$ cat config.mk
export PLATFORM = sky130hd
export DESIGN_NAME = useq_top
export DESIGN_NICKNAME = d
export VERILOG_FILES = /design/src/rtl/useq_pkg.sv /design/src/rtl/useq_ctrl_store.sv /design/src/rtl/useq_cond_sel.sv /design/src/rtl/useq_next_addr.sv /design/src/rtl/useq_top.sv
export SDC_FILE = /design/constraint.sdc
export NUM_CORES = 1
export LEC_CHECK = 0
export ABC_AREA = 1
export BUFFER_PORTS_ARGS = -buffer_cell sky130_fd_sc_hd__buf_2
export CAP_MARGIN = 10
export CORE_MARGIN = 2
export CORE_UTILIZATION = 58
export CTS_BUF_LIST = sky130_fd_sc_hd__clkbuf_4 sky130_fd_sc_hd__clkbuf_8
export CTS_CLUSTER_DIAMETER = 60
export DETAILED_ROUTE_END_ITERATION = 10
export PLACE_DENSITY = 0.81
export SYNTH_ARGS = -nofsm -noshare
export SYNTH_HDL_FRONTEND = slang
export SYNTH_SLANG_ARGS = --single-unit
$ cat constraint.sdc
create_clock -name clk -period 2 [get_ports clk]
set_input_delay 0.2 -clock clk [delete_from_list [all_inputs] [get_ports clk]]
set_output_delay 0.2 -clock clk [all_outputs]
set_load 0.05 [all_outputs]
$ cat src/rtl/useq_pkg.sv
package useq_pkg;
   localparam int FLD_W = 3;
   localparam int SEL_W = 2;

   typedef enum logic [SEL_W-1:0] {
      BR_JUMP = 2'd0,
      BR_CALL = 2'd1,
      BR_RET  = 2'd2,
      BR_MAP  = 2'd3
   } br_kind_e;

   typedef enum logic [SEL_W-1:0] {
      CD_TRUE = 2'd0,
      CD_SIGN = 2'd1,
      CD_ZERO = 2'd2,
      CD_IND  = 2'd3
   } cond_sel_e;
endpackage

$ cat src/rtl/useq_ctrl_store.sv
module useq_ctrl_store
   import useq_pkg::*;
#(
   parameter int AW = 7
) (
   input  logic [AW-1:0]             addr,
   output logic [3*FLD_W+2*SEL_W+AW-1:0] word
);
   localparam int DEPTH = 1 << AW;
   localparam int DW    = 3*FLD_W + 2*SEL_W + AW;
   localparam int MUL   = 37;
   localparam int OFS   = 11;

   if (AW < 6) begin : g_bad_aw
      $error("useq_ctrl_store: AW must be at least 6");
   end

   logic [DW-1:0] rom [DEPTH];

   for (genvar i = 0; i < DEPTH; i++) begin : g_word
      localparam logic [AW-1:0] A   = AW'(i);
      localparam logic [AW-1:0] TGT = AW'((MUL * i + OFS) % DEPTH);
      assign rom[i] = {A[2:0], A[5:3], ~A[2:0], A[4:3],
                       A[1:0] ^ A[AW-1:AW-2], TGT};
   end

   assign word = rom[addr];
endmodule

$ cat src/rtl/useq_cond_sel.sv
module useq_cond_sel
   import useq_pkg::*;
(
   input  cond_sel_e sel,
   input  logic      st_sign,
   input  logic      st_zero,
   input  logic      st_ind,
   output logic      hit
);
   always_comb begin
      unique case (sel)
         CD_TRUE: hit = 1'b1;
         CD_SIGN: hit = st_sign;
         CD_ZERO: hit = st_zero;
         default: hit = st_ind;
      endcase
   end
endmodule

$ cat src/rtl/useq_next_addr.sv
module useq_next_addr
   import useq_pkg::*;
#(
   parameter int AW  = 7,
   parameter int OPW = 4
) (
   input  logic [AW-1:0]  car,
   input  logic [AW-1:0]  target,
   input  logic [AW-1:0]  ret_addr,
   input  logic [OPW-1:0] opcode,
   input  br_kind_e       kind,
   input  logic           hit,
   output logic [AW-1:0]  nxt,
   output logic [AW-1:0]  seq,
   output logic           save_en
);
   localparam int MAP_LSB = 2;

   if (AW < OPW + MAP_LSB) begin : g_bad_map
      $error("useq_next_addr: AW too small for opcode map");
   end

   logic [AW-1:0] map_addr;

   assign seq      = car + 1'b1;
   assign map_addr = AW'({opcode, {MAP_LSB{1'b0}}});

   always_comb begin
      save_en = 1'b0;
      unique case (kind)
         BR_JUMP: nxt = hit ? target : seq;
         BR_CALL: begin
            nxt     = hit ? target : seq;
            save_en = hit;
         end
         BR_RET:  nxt = ret_addr;
         default: nxt = map_addr;
      endcase
   end
endmodule

$ cat src/rtl/useq_top.sv
module useq_top
   import useq_pkg::*;
#(
   parameter int AW  = 7,
   parameter int OPW = 4
) (
   input  logic             clk,
   input  logic             rst_n,
   input  logic             step_en,
   input  logic             st_sign,
   input  logic             st_zero,
   input  logic             st_ind,
   input  logic [OPW-1:0]   opcode,
   output logic [FLD_W-1:0] uop_a,
   output logic [FLD_W-1:0] uop_b,
   output logic [FLD_W-1:0] uop_c,
   output logic [AW-1:0]    ctl_addr
);
   localparam int DW     = 3*FLD_W + 2*SEL_W + AW;
   localparam int BR_LSB = AW;
   localparam int CD_LSB = AW + SEL_W;
   localparam int C_LSB  = AW + 2*SEL_W;
   localparam int B_LSB  = C_LSB + FLD_W;
   localparam int A_LSB  = B_LSB + FLD_W;

   logic [DW-1:0]  word;
   logic [AW-1:0]  car_q, sbr_q, nxt, seq, ad_f;
   br_kind_e       br_f;
   cond_sel_e      cd_f;
   logic           hit, save_en;

   useq_ctrl_store #(.AW(AW)) u_store (
      .addr (car_q),
      .word (word)
   );

   assign uop_a = word[A_LSB +: FLD_W];
   assign uop_b = word[B_LSB +: FLD_W];
   assign uop_c = word[C_LSB +: FLD_W];
   assign cd_f  = cond_sel_e'(word[CD_LSB +: SEL_W]);
   assign br_f  = br_kind_e'(word[BR_LSB +: SEL_W]);
   assign ad_f  = word[AW-1:0];

   useq_cond_sel u_cond (
      .sel     (cd_f),
      .st_sign (st_sign),
      .st_zero (st_zero),
      .st_ind  (st_ind),
      .hit     (hit)
   );

   useq_next_addr #(.AW(AW), .OPW(OPW)) u_next (
      .car      (car_q),
      .target   (ad_f),
      .ret_addr (sbr_q),
      .opcode   (opcode),
      .kind     (br_f),
      .hit      (hit),
      .nxt      (nxt),
      .seq      (seq),
      .save_en  (save_en)
   );

   always_ff @(posedge clk or negedge rst_n) begin
      if (!rst_n) begin
         car_q <= '0;
         sbr_q <= '0;
      end else if (step_en) begin
         car_q <= nxt;
         if (save_en) sbr_q <= seq;
      end
   end

   assign ctl_addr = car_q;
endmodule

==> impl_metrics.env <==
export IMPL_status="completed"
export IMPL_path_clk_slew_ns=0.09
export IMPL_grt_max_degree=15
export IMPL_start_kind="flip-flop"
export IMPL_nNetsFinal=258
export IMPL_port_buffers=25
export IMPL_cts_sinks=14
export IMPL_groute_layer_met1_usage_pct=37.5
export IMPL_grt_ovfl_total=0
export IMPL_fin_crit_ns=1.82
export IMPL_die_area_um2=2910
export IMPL_core_area_um2=2410
export IMPL_slew_headroom_pct=73.3
export IMPL_hold_end="ctl_addr[3]$_DFFE_PN0P_"
export IMPL_diodes=0
export IMPL_synthCells=219
export IMPL_fp_dieW_um=54.0
export IMPL_setup_viol=0
export IMPL_ys_flop_type="dfrtp_1"
export IMPL_vias=1441
export IMPL_reg2reg_from="ctl_addr[0]$_DFFE_PN0P_"
export IMPL_reg2reg_to="ctl_addr[6]$_DFFE_PN0P_"
export IMPL_clockBufferDepth=2
export IMPL_drtIter0Drc=57
export IMPL_whs_path_depth=3
export IMPL_multiInputGateArea_um2=893
export IMPL_grtUsageTotal_pct=29.0
export IMPL_final_fill_count=234
export IMPL_ys_warn_count=0
export IMPL_arrival_ns=2.03
export IMPL_via_per_inst=5.36
export IMPL_grt_pass1_vias=1276
export IMPL_ys_ff_latch=14
export IMPL_route_detailed_drc=0
export IMPL_finalSetupTns_ns=0
export IMPL_drtPass1Iterations=4
export IMPL_cp_max_fo=7
export IMPL_period_share_pct=90.8
export IMPL_rsz0062_at_grt="false"
export IMPL_hold_class="primary input to flip-flop"
export IMPL_wl_um=3760
export IMPL_layout_commonest_cell="nand2_1"
export IMPL_grt_pass1_wl_um=6000
export IMPL_rows=18
export IMPL_wl_per_cell_um=14.0
export IMPL_gp_congestion=0.933
export IMPL_hold_viol_final=0
export IMPL_drive_above_1_share_pct=24.3
export IMPL_cp_required_ns=2.22
export IMPL_place_hpwl_um=2810
export IMPL_synth_area_um2=1450
export IMPL_reg2reg_slack_ns=0.18
export IMPL_h_tree_depth=1
export IMPL_tightest_slew_ns=0.400
export IMPL_ys_types=31
export IMPL_seqCellArea_um2=353
export IMPL_cts_buffers=3
export IMPL_syn_nets=237
export IMPL_max_cap_violations=0
export IMPL_io_pins=26
export IMPL_clk_latency_ns=0.29
export IMPL_fin_skew_ns=0.00373
export IMPL_rr_worst_depth=13
export IMPL_area_growth_pct=9.85
export IMPL_final_cell_mix="nand2_1 (59), buf_2 (25), nand3_1 (24)"
export IMPL_syn_avg_cell_area_um2=6.61
export IMPL_cts_root_buf="clkbuf_4"
export IMPL_crit_type="flip-flop to flip-flop"
export IMPL_start_util_pct=60.1
export IMPL_cts_tree="yes"
export IMPL_drtAntennaViolNets=0
export IMPL_gr_usage_met2_pct=46.5
export IMPL_antenna_found_initial=0
export IMPL_hp_start="opcode[1]"
export IMPL_ys_seq_area_share_pct=24.2
export IMPL_grt_use_met3_pct=6.11
export IMPL_die_h_um=54.0
export IMPL_endpoint_kind="flip-flop"
export IMPL_drv_slew=0
export IMPL_fmax_ghz=0.551
export IMPL_grt_busiest_layer="met2"
export IMPL_synthArstFlopShare_pct=100
export IMPL_synth_edff_count=0
critical path: stages (launching register included):
cell	delay (ns)
dfrtp_2	0.41
inv_1	0.22
ha_4	0.27
inv_1	0.13
nand2_1	0.08
nand2_1	0.09
nand2_1	0.07
nand3_1	0.08
nand2_1	0.06
nand3_1	0.06
nand2_1	0.05
nand2_1	0.05
nand2_1	0.05
a21oi_1	0.12
how the worst max path moves through the flow:
stage / from / end / slack, ns / depth (start not counted)
5_1_grt: ctl_addr[1]$_DFFE_PN0P_ / ctl_addr[6]$_DFFE_PN0P_ / 0.006 / 13
2_1_floorplan: ctl_addr[0]$_DFFE_PN0P_ / ctl_addr[6]$_DFFE_PN0P_ / 0.02 / 12
3_5_place_dp: ctl_addr[0]$_DFFE_PN0P_ / ctl_addr[6]$_DFFE_PN0P_ / 0.23 / 13
6_report: ctl_addr[0]$_DFFE_PN0P_ / ctl_addr[6]$_DFFE_PN0P_ / 0.18 / 13
3_3_place_gp: ctl_addr[0]$_DFFE_PN0P_ / ctl_addr[6]$_DFFE_PN0P_ / 0.29 / 13
4_1_cts: ctl_addr[0]$_DFFE_PN0P_ / ctl_addr[6]$_DFFE_PN0P_ / 0.19 / 13
timing repair:
action / 4_1_cts / 5_1_grt
gates resized for setup: 0 / 0
setup buffers: 0 / 0
endpoints found under the hold margin: 14 / 0
hold buffers: 1 / 0
Yosys cell counts (6+ instances only):
cell type | n | area (um2)
nand2_2 | 6 | 37.5
nand2_1 | 59 | 221
inv_1 | 20 | 75.1
nor2_1 | 14 | 52.6
ha_1 | 8 | 100
o21ai_0 | 14 | 70.1
nand3_1 | 24 | 120
dfrtp_1 | 14 | 350
a21oi_1 | 12 | 60.1
buf_4 | 10 | 75.1
o21ai_1 | 7 | 35.0
flip-flops by register name (all words and copies together), names as in the netlist:
signal    flops
sbr_q         7
ctl_addr      7
final cells by class:
type	instances	area share, %
clock buffers	4	1.89
inverters	25	6.06
multi-input cells	164	56.2
flip-flops and latches	14	22.2
well taps	30	2.36
repair buffers	32	11.3
cells by family (layout without fill, tap and decap cells):
logic type                 Yosys count  count (layout)  synth area share [%]
and+or+nand+nor                    106             106                  32.1
AOI/OAI and AO/OA                   45              45                  18.3
buffers and inverters               41              61                  15.0
DFF                                 14              14                  24.2
adders and majority gates            8               8                  6.91
xor gates and xnor gates             5               5                  3.54
layer usage:
layer | vias up | share of wire (%)
li1 | 742 | -
met1 | 640 | 44
met2 | 49 | 48
met3 | 10 | 6.4
met4 | 0 | 2.4
met5 | - | 0
per-stage QoR:
| step | instances | setup slack, ns | util (%) | cell area, um2 | hold slack, ns |
|---|---|---|---|---|---|
| finish | 269 | 0.184 | 66.0 | 1590 | 0.265 |
| global route | 269 | 0.00637 | 66.0 | 1590 | 0.263 |
| CTS | 269 | 0.187 | 66.0 | 1590 | 0.263 |
| detailed placement | 264 | 0.228 | 64.3 | 1550 | 0.118 |
| global placement | 264 | 0.289 | 64.3 | 1550 | 0.110 |
| floorplan | 219 | 0.0239 | - | 1470 | -0.0956 |
Power is left out: the tool's default activity adds up to more than one toggle a clock period on the data nets, which glitch-free logic cannot reach.
